File: config.mk
export PLATFORM = sky130hd
export DESIGN_NAME = uart_stat_rxbuf
export DESIGN_NICKNAME = d
export VERILOG_FILES = /design/src/rtl/uart_sb_pkg.sv /design/src/rtl/uart_sb_sticky.sv /design/src/rtl/uart_sb_rxfifo.sv /design/src/rtl/uart_stat_rxbuf.sv
export SDC_FILE = /design/constraint.sdc
export NUM_CORES = 1
export LEC_CHECK = 0
export ABC_AREA = 1
export BUFFER_PORTS_ARGS = -buffer_cell sky130_fd_sc_hd__buf_2
export CORE_UTILIZATION = 40
export DETAILED_ROUTE_END_ITERATION = 6
export PLACE_DENSITY = 0.66
export SLEW_MARGIN = 30
export SYNTH_ARGS = -nofsm -noshare
export SYNTH_HDL_FRONTEND = slang
export SYNTH_SLANG_ARGS = --single-unit
File: constraint.sdc
create_clock -name clk -period 3.3 [get_ports clk]
set_input_delay 0.66 -clock clk [delete_from_list [all_inputs] [get_ports clk]]
set_output_delay 0.66 -clock clk [all_outputs]
set_load 0.05 [all_outputs]
File: src/rtl/uart_sb_pkg.sv
package uart_sb_pkg;

    localparam int STAT_W   = 8;
    localparam int N_STICKY = 4;

    // Sticky flag index within status[7:4]
    typedef enum int {
        FL_OVR = 0,
        FL_PAR = 1,
        FL_FRM = 2,
        FL_EOT = 3
    } sticky_idx_e;

    typedef struct packed {
        logic eot;
        logic frm_err;
        logic par_err;
        logic ovr_err;
        logic two_held;
        logic tx_busy;
        logic rx_ready;
        logic tx_empty;
    } stat_t;

    // Parity bit the sender should have produced for this data
    function automatic logic exp_parity(input logic [63:0] d, input logic odd);
        return (^d) ^ odd;
    endfunction

endpackage

File: src/rtl/uart_sb_sticky.sv
module uart_sb_sticky (
    input  logic clk,
    input  logic rst,
    input  logic enable,
    input  logic set,
    input  logic clr,
    output logic q
);
    always_ff @(posedge clk) begin
        if (rst || !enable) q <= 1'b0;
        else if (set)       q <= 1'b1;
        else if (clr)       q <= 1'b0;
    end
endmodule

File: src/rtl/uart_sb_rxfifo.sv
module uart_sb_rxfifo #(
    parameter int DATA_W = 8,
    parameter int DEPTH  = 2,
    localparam int AW = (DEPTH > 1) ? $clog2(DEPTH) : 1,
    localparam int CW = $clog2(DEPTH + 1)
) (
    input  logic              clk,
    input  logic              rst,
    input  logic              push,
    input  logic              pop,
    input  logic [DATA_W-1:0] wdata,
    output logic [DATA_W-1:0] rdata,
    output logic [CW-1:0]     count
);
    logic [DATA_W-1:0] mem [DEPTH];
    logic [AW-1:0]     wr_ptr, rd_ptr;

    function automatic logic [AW-1:0] bump(input logic [AW-1:0] p);
        return (p == AW'(DEPTH - 1)) ? '0 : p + AW'(1);
    endfunction

    always_ff @(posedge clk) begin
        if (rst) begin
            wr_ptr <= '0;
            rd_ptr <= '0;
            count  <= '0;
        end else begin
            if (push) wr_ptr <= bump(wr_ptr);
            if (pop)  rd_ptr <= bump(rd_ptr);
            case ({push, pop})
                2'b10:   count <= count + CW'(1);
                2'b01:   count <= count - CW'(1);
                default: count <= count;
            endcase
        end
    end

    always_ff @(posedge clk) begin
        if (push) mem[wr_ptr] <= wdata;
    end

    assign rdata = mem[rd_ptr];
endmodule

File: src/rtl/uart_stat_rxbuf.sv
module uart_stat_rxbuf
    import uart_sb_pkg::*;
#(
    parameter int DATA_W   = 8,
    parameter int RX_DEPTH = 2,
    localparam int CW = $clog2(RX_DEPTH + 1)
) (
    input  logic              clk,
    input  logic              rst,
    input  logic              rx_enable,
    input  logic              parity_en,
    input  logic              parity_odd,
    input  logic              frame_valid,
    input  logic [DATA_W-1:0] frame_data,
    input  logic              frame_stop,
    input  logic              frame_parity,
    input  logic              tx_busy,
    input  logic              tx_buf_empty,
    input  logic              csr_wr,
    input  logic [7:0]        csr_wdata,
    output logic [7:0]        status,
    input  logic              rd_pop,
    output logic [DATA_W-1:0] rd_data
);
    logic [CW-1:0]       q_count;
    logic                buf_full, pop_ok, push_ok;
    logic                busy_q, empty_q;
    logic [N_STICKY-1:0] st_set, st_clr, st_q;
    stat_t               stat;

    assign buf_full = (q_count == CW'(RX_DEPTH));
    assign pop_ok   = rd_pop && (q_count != '0);
    assign push_ok  = frame_valid && (!buf_full || pop_ok);

    uart_sb_rxfifo #(.DATA_W(DATA_W), .DEPTH(RX_DEPTH)) u_fifo (
        .clk   (clk),
        .rst   (rst),
        .push  (push_ok),
        .pop   (pop_ok),
        .wdata (frame_data),
        .rdata (rd_data),
        .count (q_count)
    );

    always_ff @(posedge clk) begin
        if (rst) begin
            busy_q  <= 1'b0;
            empty_q <= 1'b1;
        end else begin
            busy_q  <= tx_busy;
            empty_q <= tx_buf_empty;
        end
    end

    always_comb begin
        st_set         = '0;
        st_set[FL_EOT] = busy_q && !tx_busy;
        st_set[FL_FRM] = frame_valid && !frame_stop;
        st_set[FL_PAR] = push_ok && parity_en &&
                         (frame_parity != exp_parity(64'(frame_data), parity_odd));
        st_set[FL_OVR] = frame_valid && buf_full && !pop_ok;
        st_clr         = csr_wr ? csr_wdata[7:4] : '0;
    end

    for (genvar i = 0; i < N_STICKY; i++) begin : g_sticky
        uart_sb_sticky u_flag (
            .clk    (clk),
            .rst    (rst),
            .enable (rx_enable),
            .set    (st_set[i]),
            .clr    (st_clr[i]),
            .q      (st_q[i])
        );
    end

    always_comb begin
        stat.eot      = st_q[FL_EOT];
        stat.frm_err  = st_q[FL_FRM];
        stat.par_err  = st_q[FL_PAR];
        stat.ovr_err  = st_q[FL_OVR];
        stat.two_held = (q_count >= CW'(2));
        stat.tx_busy  = busy_q;
        stat.rx_ready = (q_count != '0);
        stat.tx_empty = empty_q;
    end

    assign status = stat;
endmodule

After elaboration in Yosys (flattened, before gate mapping):

Memory sizes are Yosys's and may differ from the RTL's. A register that Yosys moved wholly into a read port is not among the register bits.
Index checks and enable logic that the tools add are counted.

* word-level logic and storage cells: 58
* input bits: 28
* latch bits: 0
* bits in read-only memories: 0
* memories kept: 1
* bits in writable memories: 16
* output and inout port bits: 16
* flip-flop bits (word level): 10

Memories
* u_fifo.mem: words 2, bits a word 8, rd ports 1, clocked after memory_dff 1, wr ports 1, line uart_sb_rxfifo.sv:15 `logic [DATA_W-1:0] mem [DEPTH];`

* reduce and logical (&&, ||, !) cells: 22
* bitwise logic cells: 1
* mux-type cells: 16
* shifts and indexed selects: 0
* equality and inequality tests: 4
* $mul: 0
* add/sub/neg operators: 4
* $lt $le $gt $ge: 1
* divide/modulo/power cells: 0

Operator list (count)
* 64-bit XOR reduction: 1
* 1-bit two-way mux: 14
* 2-bit nonzero test: 6
* 1-bit logical AND: 8
* 1-bit logical NOT: 5
* 2-bit == test (second input constant): 2
* 4-bit two-way mux: 1
* 2-bit case mux with 2 select lines: 1
* 1-bit adder (second input constant): 2
* 2-bit by 1-bit adder with 2-bit output (second input constant): 1
* 2-bit by 1-bit == test with 1-bit output (second input constant): 1
* 2-bit greater-or-equal comparator (second input constant): 1
* 1-bit logical OR: 2
* 2-bit by 1-bit subtractor with 2-bit output (second input constant): 1
* 1-bit inequality test: 1
* 1-bit XOR: 1

Longest topological paths before layout:

Gate-level depths: netlist (run 1).

* depth after elaboration: 7
* depth in mapped cells: 10
* gate-level depth less buffers: 10

Hierarchy:

A second synthesis (run 1) with hierarchy kept.

* cell total of the unflattened synthesis: 146
* area total of the unflattened synthesis: 1330.0 um2

Modules (own cells, without submodules)
* uart_sb_rxfifo: seq. area each 580.6 um2, cells an instance 55, area an instance 825.8 um2, times used 1
* uart_stat_rxbuf: seq. area each 40.0 um2, cells an instance 63, area an instance 314.1 um2, times used 1
* uart_sb_sticky: seq. area each 20.0 um2, cells an instance 7, area an instance 47.5 um2, times used 4

Worst setup path before layout (run 1):

Ideal clock, no wire load.

* path kind: register to register
* start point: reg u_fifo.count[0]
* end point: reg u_fifo.count[1]
* arrival: 1.624 ns
* library setup time: 0.070 ns
* required time: 3.230 ns
* clock period less this slack: 1.694 ns
* path slack: 1.606 ns
* buffers on the path: 0
* cell stages (with the launch flop): 10
* path through: dfxtp_1 or2_1 nand2_1 inv_2 ha_1 inv_1 nand2_1 nor2_1 o21ai_0 a21oi_1

* word-level cells in the longest chain between the ends: 6
* elaborated cells between the ends (all ways): 12
* those cells by class: 2 x add/sub; 3 x eq/ne; 1 x mux; 6 x reduce/logical

RTL lines
* from (decl): line uart_sb_rxfifo.sv:13 `output logic [CW-1:0] count`
* from (signal assigned): line uart_sb_rxfifo.sv:31 `2'b10: count <= count + CW'(1);`
* from (signal assigned): line uart_sb_rxfifo.sv:32 `2'b01: count <= count - CW'(1);`
* from (signal assigned): line uart_sb_rxfifo.sv:33 `default: count <= count;`
* 2-bit nonzero test (*)
* net status[1]: line uart_stat_rxbuf.sv:21 `output logic [7:0] status,`
* 1-bit logical AND (*): line uart_stat_rxbuf.sv:32 `assign pop_ok = rd_pop && (q_count != '0);`
* net pop_ok: line uart_stat_rxbuf.sv:26 `logic buf_full, pop_ok, push_ok;`
* 1-bit logical OR: line uart_stat_rxbuf.sv:33 `assign push_ok = frame_valid && (!buf_full || pop_ok);`
* 1-bit logical AND: line uart_stat_rxbuf.sv:33
* 2-bit by 1-bit == test with 1-bit output / 2-bit == test (equally long branches): line uart_sb_rxfifo.sv:30 `case ({push, pop})`
* 2-bit case mux with 2 select lines / 2-bit nonzero test (equally long branches)

Mark *: on every way through the listed nets, which the timed path passes. The rest lies on a longest branch.
A chain may end at the register's enable or synchronous reset.

==> qor.csv, run 1 <==
metric;value;unit
Vias/cell;4.645;
htree depth;1;
post-place setup slack;1.245;ns
crit path time final;2.135;ns
Post-route DRC;0;
worst-path fanout max;8;
Core Util, Final;49.71;%
initial antenna violation count;0;
GRT overflow;0;
Net Count, Synth;170;
total track usage;13.98;%
Clock Power Share;17.5;%
worst path bufs/invs;1;
n_diodes;0;
CTS tree;built;
setup_tns;0;ns
pwr dens;515.3;nW/µm²
critical path endpoint category;output pin;
port bufs;39;
Fill cells;320;
Final Max Slew Viols;0;
CTS Buf Count;3;
Syn. warnings;0;
critical path's largest stage delay;0.57;ns
largest net degree at the start of global routing;16;
Netlist cell types;25;
clk_lat worst skew;0.32;ns
Reg clk slew, reported paths;0.13;ns
final clock skew;0.01451;ns
kind of critical path;flip-flop to output pin;
Hold Vio Cnt, Final;0;
core area;3053;µm²
Mapped Cells;141;
Net Switching;0.2777;mW
most instantiated cells after synthesis;42 x nand2_1, 16 x edfxtp_1, 16 x inv_1;
Setup WS post-layout;1.165;ns
Synth Flop Type;edfxtp_1;
vias post-DR;1022;
CTS Hold Bufs;0;
count leader, synth;nand2_1;
layout cells sized above 1;34.66;%
DIE HEIGHT;58.87;µm
design area;1518;µm²
DIE WIDTH;58.87;µm
R2R Path Start;u_fifo.count[0];
WL per Instance;10.72;µm
post-synthesis sequential area ratio;54.16;%
CP max stage cell;dfxtp_1;
initial core utilization;42.38;%
Sequential Power Share;52.1;%
number of max-cap violations;0;
Max Freq;468.4;MHz
startpoint types;flip-flop;
Reg area;700.7;µm²
area post-placement;1490;µm²
static leakage;0.7262;nW
r2r endpoint;u_fifo.mem[1][0];
# IOs;44;
# nets final;206;
Post-DRT Antenna Nets;0;
P&R area growth vs syn;17.31;%
crit-path cells;mux2_2, buf_2;
Hold Startpoint;u_fifo.rd_ptr;
Slew headroom;47.52;%
final WL;2359;µm
flops & latches, synth;27;
async set or reset register ratio after synthesis;0;%
area fraction of the dominant cell type after synthesis;37.14;%
fin crit share;64.70;%
cell area after synthesis;1294;µm²
syn avg cell area;9.175;µm²
final setup fails;0;
Core Rows;20;
DRT iter0 DRCs;28;
Int Pwr;0.5044;mW
setup repair bufs after CTS;0;
reg2reg setup slack;1.64;ns
global-route wire length before repair;3622;µm
vias in the first global route;897;
hpwl dp;1809;µm
post-cts gate resize count;0;
combinational share of power;30.4;%
outcome;completed;
Least-Margin Pin Slew;0.7843;ns
maximum clock path buffer count;2;
area occupied by multi-input gates;467.9;µm²
Post-synth EDFFs;16;
peak supply drop;0.2877;mV
drt pass-1 iters;4;
Die ar.;3466;µm²
worst-case reg-to-reg path depth;4;
CP Data Arrival Time;1.47;ns
Largest delay share family, worst path;flip-flops;
CTS sink count;27;
Hold Path Class;flip-flop to flip-flop;
Net Sw Frac;35.51;%
gpl congestion;0.7088;
unrepaired setup endpoints after global routing;false;
largest cells by area after synthesis;edfxtp_1 37%, dfxtp_1 17%, nand2_1 12%;
WHS Path Cells;1;
Clock Root Buffer;clkbuf_4;
WP data required;2.64;ns
Hold EP;u_fifo.rd_ptr;
hold_ws;0.4736;ns
Synth area leader;edfxtp_1;
area by class of cell:
| type | instances | area share, % |
|---|---|---|
| flip-flops and latches | 27 | 46.17 |
| clock inverters | 1 | 0.3298 |
| well taps | 44 | 3.627 |
| multi-input cells | 87 | 30.83 |
| clock buffers | 3 | 1.484 |
| repair buffers | 39 | 12.86 |
| inverters | 19 | 4.699 |
cell usage in the layout (no fill, tap or decap):
| cell type | instances |
|---|---|
| a21oi_1 | 8 |
| a21oi_2 | 1 |
| buf_2 | 39 |
| clkbuf_4 | 3 |
| clkinv_2 | 1 |
| dfxtp_1 | 11 |
| edfxtp_1 | 16 |
| ha_1 | 1 |
| inv_1 | 16 |
| inv_2 | 3 |
| mux2_2 | 8 |
| nand2_1 | 42 |
| nand2_2 | 3 |
| nand3_1 | 7 |
| nand3_2 | 1 |
| nand4_1 | 1 |
| nor2_1 | 5 |
| nor2_4 | 1 |
| nor3_1 | 1 |
| o21ai_0 | 2 |
| o21ai_1 | 1 |
| or2_1 | 1 |
| or2_2 | 1 |
| xnor2_1 | 2 |
| xor2_1 | 1 |
metal layers:
metal | global-route usage, % | up-vias | routed length (µm)
met3 | 2.857 | 4 | 131
li1 | - | 519 | -
met1 | 16.03 | 458 | 1063
met5 | 0 | - | 0
met2 | 25.00 | 41 | 1141
met4 | 6.122 | 0 | 22
power groups by stage:
stage	combinational (mW)	clock (mW)	sequential, mW
finish	0.238	0.137	0.407
global route	0.254	0.159	0.412
CTS	0.239	0.141	0.408
detailed placement	0.238	0	0.415
global placement	0.233	0	0.414
floorplan	0.193	0	0.405
logic make-up after synthesis:
logic type	after synthesis	synth area share [%]
AND/OR/NAND/NOR	63	21.28
multiplexers	8	6.964
adder cells (fa/ha/maj)	1	0.9670
XOR/XNOR	3	2.031
flip-flops	27	54.16
AO/OA/AOI/OAI	12	4.932
buffers and inverters	27	9.670
metrics by stage:
step / instances / power (mW)
2_1_floorplan: 141 / 0.5987
3_3_place_gp: 216 / 0.6470
3_5_place_dp: 216 / 0.6533
4_1_cts: 220 / 0.7885
5_1_grt: 220 / 0.8253
6_report: 220 / 0.7821
worst register-to-register path, stage by stage, from the launching register on:
cell	delay, ns
dfxtp_1	0.44
inv_2	0.05
nand3_1	0.10
nand2_2	0.10
nor2_1	0.61
worst max path at each step:
stage                                from               end  slack (ns)  cells past startpoint
after global placement             rd_pop  u_fifo.mem[1][6]        1.30                      5
after detailed placement           rd_pop  u_fifo.mem[1][3]        1.25                      5
after global routing            flip-flop        rd_data[4]        1.07                      2
after CTS                       flip-flop        rd_data[4]        1.13                      2
after floorplan           u_fifo.count[0]   u_fifo.count[1]        1.61                      9
final                           flip-flop        rd_data[4]        1.17                      2
flip-flops by register name, indices dropped and copies added, names as in the netlist, named ones only:
register / cells
busy_q: 1
u_fifo.wr_ptr: 1
g_sticky.u_flag.q: 4
u_fifo.count: 2
u_fifo.rd_ptr: 1
empty_q: 1
u_fifo.mem: 16
Note: power is estimated with default switching activity, not from simulation.
==> run 2: changes to the inputs <==
==> constraint.sdc (replaced) <==
create_clock -name clk -period 2.2 [get_ports clk]
set_input_delay 0.44 -clock clk [delete_from_list [all_inputs] [get_ports clk]]
set_output_delay 0.44 -clock clk [all_outputs]
set_load 0.05 [all_outputs]
==> qor.csv, run 2 (synthesized netlist as in run 1, its figures left out) <==
metric;value;unit;change
outcome;completed;;unchanged
Post-route DRC;0;;unchanged
Vias/cell;4.550;;was 4.645
static leakage;0.7338;nW;was 0.7262 nW
CTS Hold Bufs;0;;unchanged
WP data required;1.76;ns;was 2.64 ns
R2R Path Start;u_fifo.count[0];;unchanged
placed cell count;218;;was 216
CP Data Arrival Time;1.46;ns;was 1.47 ns
post-place setup slack;0.5958;ns;was 1.245 ns
port bufs;39;;unchanged
unrepaired setup endpoints after global routing;false;;unchanged
crit path time final;1.902;ns;
post-cts gate resize count;0;;unchanged
vias post-DR;1010;;was 1022
final WL;2288;µm;was 2359 µm
Top Registers;u_fifo.mem: 16 flops, g_sticky.u_flag.q: 4 flops, u_fifo.count: 2 flops;;unchanged
DIE WIDTH;58.87;µm;unchanged
initial antenna violation count;0;;unchanged
CTS tree;built;;unchanged
largest net degree at the start of global routing;15;;was 16
kind of critical path;flip-flop to output pin;;unchanged
commonest non-fill, non-tap cell in the layout;nand2_1;;unchanged
Hold Vio Cnt, Final;0;;unchanged
number of flip-flops in the largest register;16;;unchanged
gpl congestion;0.7094;;was 0.7088
htree depth;1;;unchanged
CTS sink count;27;;unchanged
Least-Margin Pin Slew;0.3714;ns;was 0.7843 ns
layout cells sized above 1;34.83;%;was 34.66%
Hold Startpoint;rst;;was u_fifo.rd_ptr
setup repair bufs after CTS;0;;unchanged
global-route wire length before repair;3691;µm;was 3622 µm
Setup WS post-layout;0.2979;ns;was 1.165 ns
final non-filler cell total;222;;was 220
vias in the first global route;917;;was 897
Core Rows;20;;unchanged
reg2reg setup slack;0.65;ns;was 1.64 ns
hpwl dp;1809;µm;unchanged
peak supply drop;0.3560;mV;was 0.2877 mV
startpoint types;flip-flop;;unchanged
critical path endpoint category;output pin;;unchanged
DRT iter0 DRCs;28;;unchanged
GRT overflow;0;;unchanged
final setup fails;0;;unchanged
hold_ws;0.3078;ns;was 0.4736 ns
drt pass-1 iters;4;;unchanged
# IOs;44;;unchanged
commonest cells after routing, fill and taps aside;42 x nand2_1, 39 x buf_2, 16 x inv_1, 16 x edfxtp_1, 11 x dfxtp_1;;unchanged
CTS Buf Count;3;;unchanged
Clock Root Buffer;clkbuf_4;;unchanged
Hold Path Class;input pin to flip-flop;;was flip-flop to flip-flop
total track usage;14.35;%;was 13.98%
Pwr Total;1.174;mW;was 0.7821 mW
worst-path fanout max;8;;unchanged
DIE HEIGHT;58.87;µm;unchanged
pwr dens;766.9;nW/µm²;was 515.3 nW/µm²
Final Max Slew Viols;0;;unchanged
final clock skew;0.007268;ns;was 0.01451 ns
clk_lat worst skew;0.31;ns;was 0.32 ns
core area;3053;µm²;unchanged
Post-DRT Antenna Nets;0;;unchanged
Die ar.;3466;µm²;unchanged
initial core utilization;42.38;%;unchanged
Slew headroom;75.21;%;was 47.52%
n_diodes;0;;unchanged
P&R area growth vs syn;18.38;%;was 17.31%
number of max-cap violations;0;;unchanged
Max Freq;525.7;MHz;
setup_tns;0;ns;unchanged
Reg clk slew, reported paths;0.14;ns;was 0.13 ns
# nets final;208;;was 206
WL per Instance;10.31;µm;was 10.72 µm
maximum clock path buffer count;2;;unchanged
fin crit share;86.46;%;
Most flops, register;u_fifo.mem;;unchanged
[run 2: cell types whose count changed in the layout (fill, tap and decap cells not counted), sizes merged]
cell / delta
clkbuf: +1
buf: +2
clkinv: -1
[run 2: cell type report]
cell class              count  area [µm²]
fillers                   307        1521
flip-flops and latches     27       700.7
multi-input cells          87       467.9
repair buffers             41       210.2
inverters                  19       71.32
clock buffers               4       26.28
well taps                  44       55.05
[run 2: metal layers]
metal	routed length (µm)	part of all wire [%]	GRT usage (%)	vias up
met5	0	0	0	-
met2	1176	51	26.46	36
met1	976	43	16.32	451
li1	-	-	-	521
met4	12	0.52	5.102	0
met3	123	5.4	2.857	2
[run 2: power by group]
group	switching, mW	internal [mW]
Combinational	0.249	0.113
Clock	0.131	0.0706
Sequential	0.0306	0.580
Total	0.411	0.764
[run 2: critical path: stages (launching register included)]
cell and delay [ns]:
dfxtp_1 0.57, mux2_2 0.38, buf_2 0.21
[run 2: final timing paths]
kind	to	cells past startpoint
worst min-delay path	busy_q	2
worst max register to register	u_fifo.count[1]	9
worst max-delay path	rd_data[4]	2
worst min register to register	u_fifo.rd_ptr	1
[run 2: through the flow]
step,util [%],instance area (µm²)
global route,50.16,1531
detailed placement,49.30,1505
global placement,49.30,1505
floorplan,-,1294
finish,50.16,1531
CTS,50.16,1531
==> run 3: changes to the inputs <==
--- a/config.mk
+++ b/config.mk
@@ -7,10 +7,12 @@
 export LEC_CHECK = 0
 export ABC_AREA = 1
 export BUFFER_PORTS_ARGS = -buffer_cell sky130_fd_sc_hd__buf_2
+export CORE_MARGIN = 2
 export CORE_UTILIZATION = 40
 export DETAILED_ROUTE_END_ITERATION = 6
 export PLACE_DENSITY = 0.66
 export SLEW_MARGIN = 30
 export SYNTH_ARGS = -nofsm -noshare
 export SYNTH_HDL_FRONTEND = slang
+export SYNTH_HIERARCHICAL = 1
 export SYNTH_SLANG_ARGS = --single-unit
==> qor.csv, run 3 <==
metric;value;unit;change
static leakage;0.8081;nW;was 0.7338 nW
largest cells by area after synthesis;edfxtp_1 36%, dfxtp_1 17%, inv_1 11%;;was edfxtp_1 37%, dfxtp_1 17%, nand2_1 12%
number of flip-flops in the largest register;16;;unchanged
Slew headroom;66.42;%;was 75.21%
Max Freq;508.7;MHz;was 525.7 MHz
vias post-DR;966;;was 1010
htree depth;1;;unchanged
fin crit share;89.35;%;was 86.46%
final clock skew;0.01088;ns;was 0.007268 ns
final WL;2113;µm;was 2288 µm
Int Pwr;0.7893;mW;was 0.7635 mW
combinational share of power;32.6;%;was 30.8%
critical path endpoint category;output pin;;unchanged
Netlist cell types;19;;was 25
Hold Path Class;input pin to flip-flop;;unchanged
GRT overflow;0;;unchanged
unrepaired setup endpoints after global routing;false;;unchanged
# IOs;44;;unchanged
count leader, synth;inv_1;;was nand2_1
hold_ws;0.2936;ns;was 0.3078 ns
Fill cells;315;;was 307
Syn. warnings;6;;was 0
hpwl dp;1662;µm;was 1809 µm
crit-path cells;mux2_4, buf_2;;was mux2_2, buf_2
DIE WIDTH;61.67;µm;was 58.87 µm
drt pass-1 iters;4;;unchanged
core area;3103;µm²;was 3053 µm²
crit path time final;1.966;ns;was 1.902 ns
Top Registers;u_fifo/mem: 16 flops, g_sticky.u_flag/q: 4 flops, u_fifo/count: 2 flops;;was u_fifo.mem: 16 flops, g_sticky.u_flag.q: 4 flops, u_fifo.count: 2 flops
Net Sw Frac;35.93;%;was 34.99%
outcome;completed;;unchanged
critical path's largest stage delay;0.66;ns;was 0.57 ns
Synth Area in Simple Gates;17.97;%;was 21.28%
maximum clock path buffer count;2;;unchanged
Post-DRT Antenna Nets;0;;unchanged
flops & latches, synth;27;;unchanged
DIE HEIGHT;61.67;µm;was 58.87 µm
Clock Power Share;17.3;%;was 17.2%
peak supply drop;0.4038;mV;was 0.3560 mV
Hold Vio Cnt, Final;0;;unchanged
CTS Buf Count;3;;unchanged
Core Rows;20;;unchanged
CTS sink count;27;;unchanged
Sequential Power Share;50.0;%;was 52.0%
n_diodes;0;;unchanged
cell area after synthesis;1330;µm²;was 1294 µm²
largest net degree at the start of global routing;17;;was 15
Reg clk slew, reported paths;0.13;ns;was 0.14 ns
Vias/cell;4.200;;was 4.550
worst-path fanout max;8;;unchanged
vias in the first global route;912;;was 917
pwr dens;775.9;nW/µm²;was 766.9 nW/µm²
kind of critical path;flip-flop to output pin;;unchanged
area fraction of the dominant cell type after synthesis;36.12;%;was 37.14%
Post-route DRC;0;;unchanged
Final Max Slew Viols;0;;unchanged
P&R area growth vs syn;19.38;%;was 18.38%
Mapped Cells;146;;was 141
Clock Root Buffer;clkbuf_4;;unchanged
Net Count, Synth;175;;was 170
most instantiated cells after synthesis;38 x inv_1, 35 x nand2_1, 16 x edfxtp_1;;was 42 x nand2_1, 16 x edfxtp_1, 16 x inv_1
Die ar.;3803;µm²;was 3466 µm²
port bufs;39;;unchanged
worst path bufs/invs;1;;unchanged
compound-cell area share of the yosys netlist;4.421;%;was 4.932%
commonest non-fill, non-tap cell in the layout;buf_2;;was nand2_1
# nets final;216;;was 208
syn avg cell area;9.110;µm²;was 9.175 µm²
layout cells sized above 1;32.26;%;was 34.83%
WL per Instance;9.187;µm;was 10.31 µm
Least-Margin Pin Slew;0.5030;ns;was 0.3714 ns
global-route wire length before repair;3546;µm;was 3691 µm
CTS Hold Bufs;0;;unchanged
clk_lat worst skew;0.32;ns;was 0.31 ns
initial antenna violation count;0;;unchanged
combinational family with the most area after synthesis;simple AND/OR/NAND/NOR gates;;unchanged
setup repair bufs after CTS;0;;unchanged
Synth area leader;edfxtp_1;;unchanged
post-synthesis sequential area ratio;52.68;%;was 54.16%
CP Data Arrival Time;1.53;ns;was 1.46 ns
WP data required;1.76;ns;about the same
number of max-cap violations;0;;unchanged
Net Switching;0.4427;mW;was 0.4109 mW
commonest cells after routing, fill and taps aside;39 x buf_2, 38 x inv_1, 35 x nand2_1;;was 42 x nand2_1, 39 x buf_2, 16 x inv_1, 16 x edfxtp_1, 11 x dfxtp_1
Post-Synth XOR/XNOR Area;1.976;%;was 2.031%
post-cts gate resize count;0;;unchanged
gpl congestion;0.7355;;was 0.7094
initial core utilization;42.86;%;was 42.38%
CTS tree;built;;unchanged
setup_tns;0;ns;unchanged
Post-synth EDFFs;16;;unchanged
multiplexer share of the synthesized area;9.031;%;was 6.963%
total track usage;12.53;%;was 14.35%
DRT iter0 DRCs;20;;was 28
CP max stage cell;dfxtp_1;;unchanged
Most flops, register;u_fifo/mem;;was u_fifo.mem
startpoint types;flip-flop;;unchanged
async set or reset register ratio after synthesis;0;%;unchanged
final setup fails;0;;unchanged
Adder-Cell Fraction of Synth Area;0.9407;%;was 0.9671%
Synth Flop Type;edfxtp_1;;unchanged
Largest delay share family, worst path;flip-flops;;unchanged
## run 3: changes by cell type after synthesis, sizes merged
cell / previous run / this run
a21oi: 9 / 7
buf: 7 / 3
inv: 19 / 38
nand2: 45 / 35
nand3: 8 / 7
nor2: 6 / 12
o21ai: 3 / 1
or2: 2 / 1
xnor2: 2 / 3
xor2: 1 / 0
## run 3: worst register-to-register path: stages (launching register included)
cell and delay (ns):
dfxtp_1 0.40, inv_1 0.08, nand3_1 0.10, nand2_1 0.06, inv_1 0.10, inv_1 0.07
ha_1 0.32, inv_1 0.09, nand2_1 0.06, nor2_1 0.09, nor2_1 0.05, nor2_1 0.09
## run 3: kinds of logic after synthesis
| logic type | Yosys count |
|---|---|
| AOI/OAI and AO/OA | 8 |
| xor gates and xnor gates | 3 |
| adders and majority gates | 1 |
| buffers and inverters | 42 |
| DFF | 27 |
| muxes | 8 |
| and+or+nand+nor | 57 |
## run 3: path summary, 6_finish.rpt
path / startpoint / to / slack [ns] / depth (start not counted)
setup / recovery: flip-flop / rd_data[1] / 0.23 / 2
hold / removal: tx_buf_empty / empty_q / 0.29 / 2
setup reg to reg: u_fifo/count[0] / u_fifo/count[1] / 0.65 / 11
hold reg to reg: g_sticky[1].u_flag/q / g_sticky[1].u_flag/q / 0.48 / 2
## run 3: routing by layer
layer	up-vias	GRT usage (%)	part of all wire, %
li1	521	-	-
met1	405	15.30	46
met2	36	21.05	45
met3	4	3.571	8.3
met4	0	4.559	1.3
met5	-	0	0
## run 3: through the flow
step           util, %  total power [mW]  setup WS (ns)  cell area [µm²]  std cells
3_5_place_dp     50.20             1.033         0.5507             1558        226
3_3_place_gp     50.20             1.023         0.5765             1558        226
5_1_grt          51.17             1.306         0.1492             1588        230
6_report         51.17             1.232         0.2343             1588        230
4_1_cts          51.17             1.247         0.1945             1588        230
2_1_floorplan        -            0.9515         0.7145             1330        146
## run 3: layout make-up
| class | count | area (µm²) | share of cell area [%] |
|---|---|---|---|
| Clock inverter | 1 | 7.507 | 0.4728 |
| Timing Repair Buffer | 40 | 202.7 | 12.77 |
| Multi-Input combinational cell | 77 | 456.7 | 28.76 |
| Sequential cell | 27 | 700.7 | 44.13 |
| Tap cell | 44 | 55.05 | 3.467 |
| Inverter | 38 | 142.6 | 8.983 |
| Clock buffer | 3 | 22.52 | 1.418 |
## run 3: power groups by stage
stage | clock, mW | combinational [mW] | sequential, mW
after CTS | 0.224 | 0.405 | 0.618
after detailed placement | 0 | 0.404 | 0.629
after floorplan | 0 | 0.336 | 0.616
after global routing | 0.240 | 0.442 | 0.624
final | 0.214 | 0.402 | 0.616
after global placement | 0 | 0.396 | 0.627
